<file path="config.mk">
export PLATFORM = sky130hd
export DESIGN_NAME = tmr_irq_ctrl
export DESIGN_NICKNAME = d
export VERILOG_FILES = /design/src/rtl/tmr_irq_pkg.sv /design/src/rtl/tmr_irq_flags.sv /design/src/rtl/tmr_irq_mask.sv /design/src/rtl/tmr_irq_prio.sv /design/src/rtl/tmr_irq_ctrl.sv
export SDC_FILE = /design/constraint.sdc
export NUM_CORES = 1
export LEC_CHECK = 0
export ABC_AREA = 1
export CAP_MARGIN = 40
export CORE_ASPECT_RATIO = 1.5
export CORE_MARGIN = 8
export CORE_UTILIZATION = 36
export CTS_BUF_LIST = sky130_fd_sc_hd__clkbuf_16
export DETAILED_ROUTE_END_ITERATION = 6
export PLACE_DENSITY = 0.75
export SKIP_CTS_REPAIR_TIMING = 1
export SYNTH_ARGS = -nofsm -noshare
export SYNTH_HDL_FRONTEND = slang
export SYNTH_HIERARCHICAL = 1
export SYNTH_SLANG_ARGS = --single-unit
</file>
<file path="constraint.sdc">
create_clock -name clk -period 1.2 [get_ports clk]
set_clock_uncertainty 0.05 [all_clocks]
set_input_delay 0.24 -clock clk [delete_from_list [all_inputs] [get_ports clk]]
set_output_delay 0.24 -clock clk [all_outputs]
set_load 0.1 [all_outputs]
</file>
<file path="src/rtl/tmr_irq_pkg.sv">
package tmr_irq_pkg;

    // Register width: one bit per interrupt source position.
    localparam int unsigned TIRQ_NSRC = 8;

    // Implemented bit positions. Position 4 is reserved.
    localparam logic [TIRQ_NSRC-1:0] TIRQ_IMPL = 8'hEF;

    // Source positions. The numbering is also the priority order, lowest first.
    localparam int unsigned POS_T0_CMPA = 0;
    localparam int unsigned POS_T0_OVF  = 1;
    localparam int unsigned POS_T0_CMPB = 2;
    localparam int unsigned POS_T1_CAPT = 3;
    localparam int unsigned POS_RSVD    = 4;
    localparam int unsigned POS_T1_CMPB = 5;
    localparam int unsigned POS_T1_CMPA = 6;
    localparam int unsigned POS_T1_OVF  = 7;

    typedef enum logic {
        REGSEL_FLAG = 1'b0,
        REGSEL_ENAB = 1'b1
    } regsel_e;

endpackage

</file>
<file path="src/rtl/tmr_irq_flags.sv">
module tmr_irq_flags #(
    parameter int unsigned     N    = 8,
    parameter logic [N-1:0]    IMPL = '1,
    localparam int unsigned    IW   = (N > 1) ? $clog2(N) : 1
) (
    input  logic          clk,
    input  logic          rst_n,
    input  logic          clr_wr,
    input  logic [N-1:0]  clr_data,
    input  logic [N-1:0]  evt,
    input  logic          ack_valid,
    input  logic [IW-1:0] ack_idx,
    output logic [N-1:0]  flags
);

    typedef struct packed {
        logic [N-1:0] flags;
    } flag_st_t;

    flag_st_t     st_d, st_q;
    logic [N-1:0] ack_mask;
    logic [N-1:0] wr_mask;
    logic [N-1:0] clr_all;

    always_comb begin
        ack_mask = '0;
        for (int i = 0; i < N; i++) begin
            if (ack_valid && (ack_idx == IW'(i))) begin
                ack_mask[i] = 1'b1;
            end
        end
        wr_mask  = clr_wr ? clr_data : '0;
        clr_all  = wr_mask | ack_mask;
        st_d       = st_q;
        // Set dominates clear, so an event arriving with a clear is kept.
        st_d.flags = ((st_q.flags & ~clr_all) | evt) & IMPL;
    end

    always_ff @(posedge clk or negedge rst_n) begin
        if (!rst_n) begin
            st_q <= '0;
        end else begin
            st_q <= st_d;
        end
    end

    assign flags = st_q.flags;

endmodule

</file>
<file path="src/rtl/tmr_irq_mask.sv">
module tmr_irq_mask #(
    parameter int unsigned  N    = 8,
    parameter logic [N-1:0] IMPL = '1
) (
    input  logic         clk,
    input  logic         rst_n,
    input  logic         wr_en,
    input  logic [N-1:0] wdata,
    output logic [N-1:0] enables
);

    typedef struct packed {
        logic [N-1:0] en;
    } mask_st_t;

    mask_st_t st_d, st_q;

    always_comb begin
        st_d = st_q;
        if (wr_en) begin
            st_d.en = wdata & IMPL;
        end
    end

    always_ff @(posedge clk or negedge rst_n) begin
        if (!rst_n) begin
            st_q <= '0;
        end else begin
            st_q <= st_d;
        end
    end

    assign enables = st_q.en;

endmodule

</file>
<file path="src/rtl/tmr_irq_prio.sv">
module tmr_irq_prio #(
    parameter int unsigned  N  = 8,
    localparam int unsigned IW = (N > 1) ? $clog2(N) : 1
) (
    input  logic [N-1:0]  req,
    output logic          any,
    output logic [IW-1:0] vec
);

    always_comb begin
        vec = '0;
        // Scan downward so the lowest pending index is the last one written.
        for (int i = N - 1; i >= 0; i--) begin
            if (req[i]) begin
                vec = IW'(i);
            end
        end
        any = |req;
    end

endmodule

</file>
<file path="src/rtl/tmr_irq_ctrl.sv">
module tmr_irq_ctrl
    import tmr_irq_pkg::*;
#(
    parameter int unsigned     NSRC = TIRQ_NSRC,
    parameter logic [NSRC-1:0] IMPL = TIRQ_IMPL,
    localparam int unsigned    IW   = (NSRC > 1) ? $clog2(NSRC) : 1
) (
    input  logic            clk,
    input  logic            rst_n,
    input  logic            bus_wr,
    input  logic            bus_addr,
    input  logic [NSRC-1:0] bus_wdata,
    output logic [NSRC-1:0] bus_rdata,
    input  logic [NSRC-1:0] evt,
    input  logic            ack_valid,
    input  logic [IW-1:0]   ack_idx,
    input  logic            gie,
    output logic [NSRC-1:0] irq_req,
    output logic            irq_any,
    output logic [IW-1:0]   irq_vec
);

    logic            wr_flag;
    logic            wr_enab;
    logic [NSRC-1:0] flag_q_w;
    logic [NSRC-1:0] enab_q_w;

    assign wr_flag = bus_wr && (regsel_e'(bus_addr) == REGSEL_FLAG);
    assign wr_enab = bus_wr && (regsel_e'(bus_addr) == REGSEL_ENAB);

    tmr_irq_flags #(.N(NSRC), .IMPL(IMPL)) u_flags (
        .clk       (clk),
        .rst_n     (rst_n),
        .clr_wr    (wr_flag),
        .clr_data  (bus_wdata),
        .evt       (evt),
        .ack_valid (ack_valid),
        .ack_idx   (ack_idx),
        .flags     (flag_q_w)
    );

    tmr_irq_mask #(.N(NSRC), .IMPL(IMPL)) u_mask (
        .clk     (clk),
        .rst_n   (rst_n),
        .wr_en   (wr_enab),
        .wdata   (bus_wdata),
        .enables (enab_q_w)
    );

    always_comb begin
        bus_rdata = (regsel_e'(bus_addr) == REGSEL_ENAB) ? enab_q_w : flag_q_w;
        irq_req   = flag_q_w & enab_q_w & {NSRC{gie}};
    end

    tmr_irq_prio #(.N(NSRC)) u_prio (
        .req (irq_req),
        .any (irq_any),
        .vec (irq_vec)
    );

endmodule

</file>
Word level (Yosys, flattened, before mapping)
Index checks and enable logic that the tools add are counted.
{"block": "word_totals", "ff_bits": 14, "in_bits": 25, "out_inout_bits": 20, "wordCells": 46}
{"block": "classes", "eq_ne": 7, "muxes": 18, "n_bitwise": 7, "reduce_logical": 12}
{"op": "bitwise AND 8 bit", "count": 3}
{"op": "2-to-1 mux 3 bit", "count": 8}
{"op": "2-to-1 mux 8 bit", "count": 2}
{"op": "bitwise OR 8 bit", "count": 2}
{"op": "== test 3 bit (second input constant)", "count": 4}
{"op": "logical AND 1 bit", "count": 10}
{"op": "2-to-1 mux 1 bit", "count": 8}
{"op": "NOT 8 bit", "count": 1}
{"op": "OR reduction 8 bit", "count": 1}
{"op": "== test 3 x 2 -> 1 bit (second input constant)", "count": 2}
{"op": "== test 3 x 1 -> 1 bit (second input constant)", "count": 1}
{"op": "zero test 3 bit", "count": 1}
{"op": "NOT 1 bit", "count": 1}

Depth between registers and ports, before layout
Gate-level depths: netlist of the first run.
{"block": "logic_depth", "depth_word": 10, "ltp_mapped": 9, "depth_no_buf": 9}

Hierarchy
The synthesis of the first run kept the hierarchy.
{"module": "tmr_irq_flags", "n_inst": 1, "cells_each": 60, "area_each_um2": 391.6, "seq_area_each_um2": 175.2}
{"module": "tmr_irq_mask", "n_inst": 1, "cells_each": 32, "area_each_um2": 280.3, "seq_area_each_um2": 175.2}
{"module": "tmr_irq_ctrl", "n_inst": 1, "cells_each": 47, "area_each_um2": 180.2, "seq_area_each_um2": 0.0}
{"module": "tmr_irq_prio", "n_inst": 1, "cells_each": 22, "area_each_um2": 98.8, "seq_area_each_um2": 0.0}

Worst setup path after synthesis of the first run
OpenSTA, ideal clock, no wires.
{"block": "synth_path", "kind": "register to output", "startpoint": "register u_mask.st_q, in the netlist u_mask/enables[3]", "endpoint": "output irq_vec[1]", "t_arrival_ps": 3634, "required_ps": 910, "path_slack_ps": -2724, "path_stages_with_launch": 5, "n_path_buf": 0, "path_cell_list": "dfrtp_1 -> nand2_1 -> nor2_1 -> inv_1 -> a31oi_1"}
{"block": "synth_via", "elab_chain_cells": 6}
{"element": "from (decl)", "line_no": "tmr_irq_mask.sv:16", "rtl": "mask_st_t st_d, st_q;"}
{"element": "from (signal assigned)", "line_no": "tmr_irq_mask.sv:29", "rtl": "st_q <= st_d;"}
{"element": "bitwise AND 8 bit (2 in a row)", "line_no": "tmr_irq_ctrl.sv:52", "rtl": "irq_req = flag_q_w & enab_q_w & {NSRC{gie}};"}
{"element": "named net irq_req[3]", "line_no": "tmr_irq_ctrl.sv:18", "rtl": "output logic [NSRC-1:0] irq_req,"}
{"element": "2-to-1 mux 3 bit (4 in a row)", "line_no": "tmr_irq_prio.sv:14", "rtl": "if (req[i]) begin"}
{"element": "to (decl)", "line_no": "tmr_irq_ctrl.sv:20", "rtl": "output logic [IW-1:0] irq_vec"}
The timed path passes the listed nets, and every way through them passes these cells.

Final worst setup path of the first run
{"block": "layout_path", "startpoint": "register u_flags.st_q, in the netlist u_flags/flags[6]", "endpoint": "output irq_any"}
{"block": "layout_via", "elab_chain_cells": 3}
{"element": "from (decl)", "line_no": "tmr_irq_flags.sv:20", "rtl": "flag_st_t st_d, st_q;"}
{"element": "from (signal assigned)", "line_no": "tmr_irq_flags.sv:43", "rtl": "st_q <= st_d;"}
{"element": "bitwise AND 8 bit (2 in a row)", "line_no": "tmr_irq_ctrl.sv:52"}
{"element": "OR reduction 8 bit", "line_no": "tmr_irq_prio.sv:18", "rtl": "any = |req;"}
{"element": "to (decl)", "line_no": "tmr_irq_ctrl.sv:19", "rtl": "output logic irq_any,"}
Every way passes these cells.

==> results of run 1 <==
[state kept, by name, summed over array words and instances, names as in the netlist]
signal,cells
u_flags/flags,7
u_mask/enables,7
[synthesized netlist by cell type (all sizes together)]
master  count  area share, %
buf         4            3.6
inv        30             12
o21bai      1           0.79
conb        2           0.79
dfrtp      14             37
nand4       1           0.66
nand2      83             33
nor3        1            1.1
nand3       1           0.53
or2         1           0.66
a31oi       1           0.66
a21oi       7            3.7
nor2       15            6.2
[metrics by stage]
step | hold WS, ns | utilization, % | instances | cell area (µm²) | total power, mW
2_1_floorplan | -0.106 | - | 161 | 1080 | 1.45
3_3_place_gp | 0.498 | 74.3 | 258 | 1930 | 2.04
3_5_place_dp | 0.510 | 74.3 | 258 | 1930 | 2.07
4_1_cts | 0.267 | 77.2 | 261 | 2000 | 2.68
5_1_grt | 0.292 | 84.3 | 264 | 2180 | 2.92
6_report | 0.259 | 84.3 | 264 | 2180 | 2.82
[logic make-up after synthesis]
kind of cell,share of synthesized area (%)
simple gates,41.8
buf+inv,15.4
flops,36.8
compound gates,5.13
other cells,0.790
[worst max-delay path: cells and delay by family, from the launching register on]
family | cells | cell delay [ns]
and+or+nand+nor | 5 | 0.59
DFF | 1 | 0.39
buffers and inverters | 2 | 0.31
[final timing paths]
| kind | from | end | slack (ns) | cells past startpoint |
|---|---|---|---|---|
| max reg2reg | u_flags/flags[1] | u_flags/flags[1] | 0.28 | 5 |
| max in group asynchronous | rst_n | u_mask/enables[5] | 0.67 | 2 |
| min reg2reg | u_mask/enables[1] | u_mask/enables[1] | 0.55 | 3 |
| min | rst_n | u_flags/flags[0] | 0.26 | 2 |
| min in group clk | evt[3] | u_flags/flags[3] | 0.48 | 3 |
| max | u_flags/flags[6] | irq_any | -0.62 | 7 |
[area by class of cell]
type	count	area [µm²]	share of cell area (%)
inverters	30	116	5.33
multi-input cells	113	676	30.9
flip-flops and latches	14	350	16.0
well taps	25	31.3	1.43
repair buffers	79	936	42.8
clock buffers	3	75.1	3.44
[power by group]
group / switching [mW] / internal [mW] / leakage (nW)
Clock: 0.180 / 0.435 / 0.0370
Sequential: 0.0383 / 0.520 / 0.154
Combinational: 0.999 / 0.645 / 0.963
Total: 1.22 / 1.60 / 1.15
[metal layers]
layer  track usage, %  wire (µm)  vias to the layer above
met4             7.88        143                        0
li1                 -          -                      627
met5                0          0                        -
met2             32.3       2330                       55
met3             4.85        247                       15
met1             11.8       1420                      595
==> impl_metrics.tcl, run 1 <==
set metrics [dict create \
    finalMaxSlewViolations 3 \
    synth-seq-area-share_pct 36.8 \
    cellLeakagePower_nw 1.15 \
    hold_path_class "primary input to async pin" \
    overall_via_count_from_detail_route 1292 \
    synthesis.area_per_instance_um2 5.91 \
    hold_violations 0 \
    synth.ff_latch_count 14 \
    mappedNetlistNets 186 \
    fill_cells 146 \
    cts_tree "done" \
    die_w_um 58.0 \
    fin_tns_setup_ns -5.02 \
    core-area_um2 2590 \
    syn_inst 161 \
    timing.critical_path.required_ns 0.91 \
    htree_num_levels 1 \
    crit_path_max_incr_delay_ns 0.39 \
    track_usage_pct 15.5 \
    die_area_um2 4580 \
    die_span_y_um 78.9 \
    critPathKind "flip-flop to primary output" \
    final_period_minus_worst_setup_slack_ns 1.82 \
    drtPass1Iterations 4 \
    setup-violations-final 18 \
    antenna-diode-count 0 \
    finish.net_count 266 \
    totalWireLength_um 4140 \
    run_status "complete, but fails checks" \
    initial_utilization_pct 36.7 \
    crit_arrival_ns 1.53 \
    most-common-layout-cells "53 x sky130_fd_sc_hd__nand2_1, 23 x sky130_fd_sc_hd__nand2_2, 22 x sky130_fd_sc_hd__inv_1, 22 x sky130_fd_sc_hd__buf_4, 20 x sky130_fd_sc_hd__clkdlybuf4s50_1" \
    timing.critical_path.cells "nand2_2, nor2_4, or2_4, nor3_4, buf_6, nand2_8, buf_12" \
    residual_antenna_violating_net_count_after_detailed_routing 0 \
    global_route.overflow_total 0 \
    remaining_drc_errors 0 \
    flow.area_growth_from_synthesis_pct 130 \
    grt_antenna_before_repair 0 \
    actual_slew_at_the_worst_max_slew_pin_ns 2.02 \
    routed_via_density 4.89 \
    violations "max-slew violations, negative setup slack" \
    placement.setup.worst_slack_ns -0.870 \
    drive_gt1_share_pct 47.3 \
    unrepaired_setup_endpoints_after_global_routing "true" \
    grt_max_degree 15 \
    layout_worst_path_cycle_share_pct 152 \
    max_freq_mhz 548 \
    design.portCount 45 \
    post_synth_num_cell_types 16 \
    tritoncts_num_sinks 14 \
    gp_congestion 0.790 \
    hpwlAfterDp_um 2910 \
    first_global_vias 1373 \
    grt_first_pass_wirelength_um 5640 \
    powerDensity_nw_per_um2 1290 \
    ys_warn_count 6 \
    crit_path_max_fanout 3 \
    drt_first_iter_violations 64 \
    max-slew-margin-rel_pct -35.4 \
    worst_setup_hold_path_clk_slew_ns 0.04 \
    io_buffer_count 40 \
    final_common_cell "sky130_fd_sc_hd__nand2_1" \
    timing.final.ws_setup_ns -0.625 \
    post_drt_wl_per_cell_um 15.7 \
    clock_tree.root_cell "sky130_fd_sc_hd__clkbuf_16" \
    row_count 23 \
    timing.max_cap.violations 0 \
    worst_setup_path_start_kind "flip-flop" \
    cts-buffers-inserted 3 \
    clock_path_buffers 2 \
    synth.cell_area_um2 951 \
    vdd_ir_drop_max_uv 936 \
    clock_latency_on_the_worst_skew_pair_ns 0.24 \
    cp-end-kind "primary output" \
    slowest_stage_cell_cp "sky130_fd_sc_hd__dfrtp_1" \
]
Note: power is estimated with default switching activity, not from simulation.
==> inputs of run 2 (changes only) <==
--- a/config.mk
+++ b/config.mk
@@ -14,6 +14,7 @@
 export DETAILED_ROUTE_END_ITERATION = 6
 export PLACE_DENSITY = 0.75
 export SKIP_CTS_REPAIR_TIMING = 1
+export SLEW_MARGIN = 10
 export SYNTH_ARGS = -nofsm -noshare
 export SYNTH_HDL_FRONTEND = slang
 export SYNTH_HIERARCHICAL = 1
==> results of run 2 <==
Final layout, timing and power as in run 1 (identical DEF).
==> inputs of run 3 (changes only) <==
--- a/config.mk
+++ b/config.mk
@@ -12,7 +12,9 @@
 export CORE_UTILIZATION = 36
 export CTS_BUF_LIST = sky130_fd_sc_hd__clkbuf_16
 export DETAILED_ROUTE_END_ITERATION = 6
+export HOLD_SLACK_MARGIN = 0.1
 export PLACE_DENSITY = 0.75
+export REMOVE_ABC_BUFFERS = 1
 export SKIP_CTS_REPAIR_TIMING = 1
 export SLEW_MARGIN = 10
 export SYNTH_ARGS = -nofsm -noshare
==> impl_metrics.tcl, run 3 (synthesis results as in run 1) <==
set metrics [dict create \
    tritoncts_num_sinks 14 \
    timing.final.ws_setup_ns -0.701 \
    initial_utilization_pct 36.7 \
    routed_via_density 4.73 \
    die_span_y_um 78.9 \
    hpwlAfterDp_um 2300 \
    core-area_um2 2590 \
    residual_antenna_violating_net_count_after_detailed_routing 0 \
    most-common-layout-cells "56 x sky130_fd_sc_hd__nand2_1, 26 x sky130_fd_sc_hd__inv_1, 24 x sky130_fd_sc_hd__nand2_2" \
    antenna-diode-count 0 \
    timing.max_cap.violations 0 \
    critPathMostFrequentCell "sky130_fd_sc_hd__nand2_1" \
    flow.area_growth_from_synthesis_pct 114 \
    grt_antenna_before_repair 0 \
    placement.setup.worst_slack_ns -0.776 \
    critPathKind "flip-flop to primary output" \
    fin_hold_ws_ns 0.270 \
    setup-violations-final 18 \
    finish.net_count 258 \
    overall_via_count_from_detail_route 1216 \
    die_w_um 58.0 \
    timing.critical_path.cells "nand2_1, nor2_2, inv_1, nand2_1, nand2_1, nand2_1, nand2_2, a21oi_2, buf_12" \
    track_usage_pct 12.8 \
    actual_slew_at_the_worst_max_slew_pin_ns 2.01 \
    max_freq_mhz 526 \
    dp.cells 250 \
    clock_tree.root_cell "sky130_fd_sc_hd__clkbuf_16" \
    max-slew-margin-rel_pct -34.2 \
    finalMaxSlewViolations 3 \
    global_route.overflow_total 0 \
    grt_first_pass_wirelength_um 4830 \
    slowest_stage_cell_cp "sky130_fd_sc_hd__dfrtp_1" \
    vdd_ir_drop_max_uv 932 \
    totalWireLength_um 3710 \
    utilization_after_layout_pct 78.7 \
    clock_path_buffers 2 \
    htree_num_levels 1 \
    final_period_minus_worst_setup_slack_ns 1.90 \
    row_count 23 \
    powerDensity_nw_per_um2 1320 \
    cts_tree "done" \
    path_delay_family "simple AND/OR/NAND/NOR gates" \
    timing.critical_path.required_ns 0.91 \
    gp_congestion 0.855 \
    drtPass1Iterations 4 \
    cellLeakagePower_nw 1.11 \
    remaining_drc_errors 0 \
    run_status "complete, but fails checks" \
    design.portCount 45 \
    die_area_um2 4580 \
    hold_path_class "primary input to async pin" \
    final_common_cell "sky130_fd_sc_hd__nand2_1" \
    post_drt_wl_per_cell_um 14.4 \
    clock_latency_on_the_worst_skew_pair_ns 0.24 \
    worst_setup_hold_path_clk_slew_ns 0.05 \
    io_buffer_count 40 \
    layout_worst_path_cycle_share_pct 158 \
    cp-end-kind "primary output" \
    cts-buffers-inserted 3 \
    hold_violations 0 \
    violations "max-slew violations, negative setup slack" \
    drive_gt1_share_pct 41.8 \
    worstPathBufferInverterCount 2 \
    layout.cells.non_filler 257 \
    crit_arrival_ns 1.61 \
    crit_path_max_fanout 2 \
    grt_max_degree 15 \
    crit_path_max_incr_delay_ns 0.36 \
    unrepaired_setup_endpoints_after_global_routing "true" \
    first_global_vias 1184 \
    worst_setup_path_start_kind "flip-flop" \
    drt_first_iter_violations 24 \
]
[run 3: cell types whose count changed in the layout (fill, tap and decap cells not counted), moves of 2 or more]
cell	before	now
sky130_fd_sc_hd__buf_6	16	11
sky130_fd_sc_hd__nand2_4	6	3
sky130_fd_sc_hd__nand2_1	53	56
sky130_fd_sc_hd__nor2_2	2	5
sky130_fd_sc_hd__inv_2	7	3
sky130_fd_sc_hd__inv_1	22	26
sky130_fd_sc_hd__buf_4	22	20
sky130_fd_sc_hd__nor2_4	8	4
[run 3: per-layer routing]
layer  track usage [%]  part of all wire [%]  vias up
li1                  -                     -      605
met1              12.9                    34      565
met2              23.8                    59       40
met3              4.04                   4.9        6
met4              4.68                   1.6        0
met5                 0                     0        -
[run 3: worst paths after layout]
path | slack [ns] | to | cells after the start | startpoint
worst max-delay path | -0.70 | irq_vec[0] | 9 | u_flags/flags[5]
worst min-delay path | 0.27 | u_flags/flags[3] | 2 | rst_n
worst max register to register | 0.22 | u_flags/flags[0] | 6 | u_flags/flags[0]
worst min register to register | 0.54 | u_mask/enables[5] | 3 | u_mask/enables[5]
max in group asynchronous | 0.66 | u_mask/enables[6] | 2 | rst_n
min in group clk | 0.41 | u_mask/enables[5] | 6 | bus_wr
[run 3: where the power goes]
part | switching, mW | internal, mW | leakage, nW | total (mW)
Combinational | 0.945 | 0.580 | 0.917 | 1.52
Clock | 0.181 | 0.439 | 0.0385 | 0.620
Sequential | 0.0351 | 0.519 | 0.154 | 0.554
Total | 1.16 | 1.54 | 1.11 | 2.70
[run 3: layout make-up]
type	count	area, µm²
Timing Repair Buffer	71	862
Multi-Input combinational cell	113	601
Clock inverter	1	3.75
Inverter	30	115
Clock buffer	3	75.1
Sequential cell	14	350
Tap cell	25	31.3
Fill cell	179	552
[run 3: metrics by stage]
stage                     setup TNS, ns  power (mW)  area, µm²
final                             -4.86        2.70       2040
after CTS                         -8.64        2.53       1820
after global routing              -5.56        2.80       2040
after global placement           -11.07        1.89       1740
after detailed placement         -11.63        1.90       1740
after floorplan                  -16.45        1.32        917
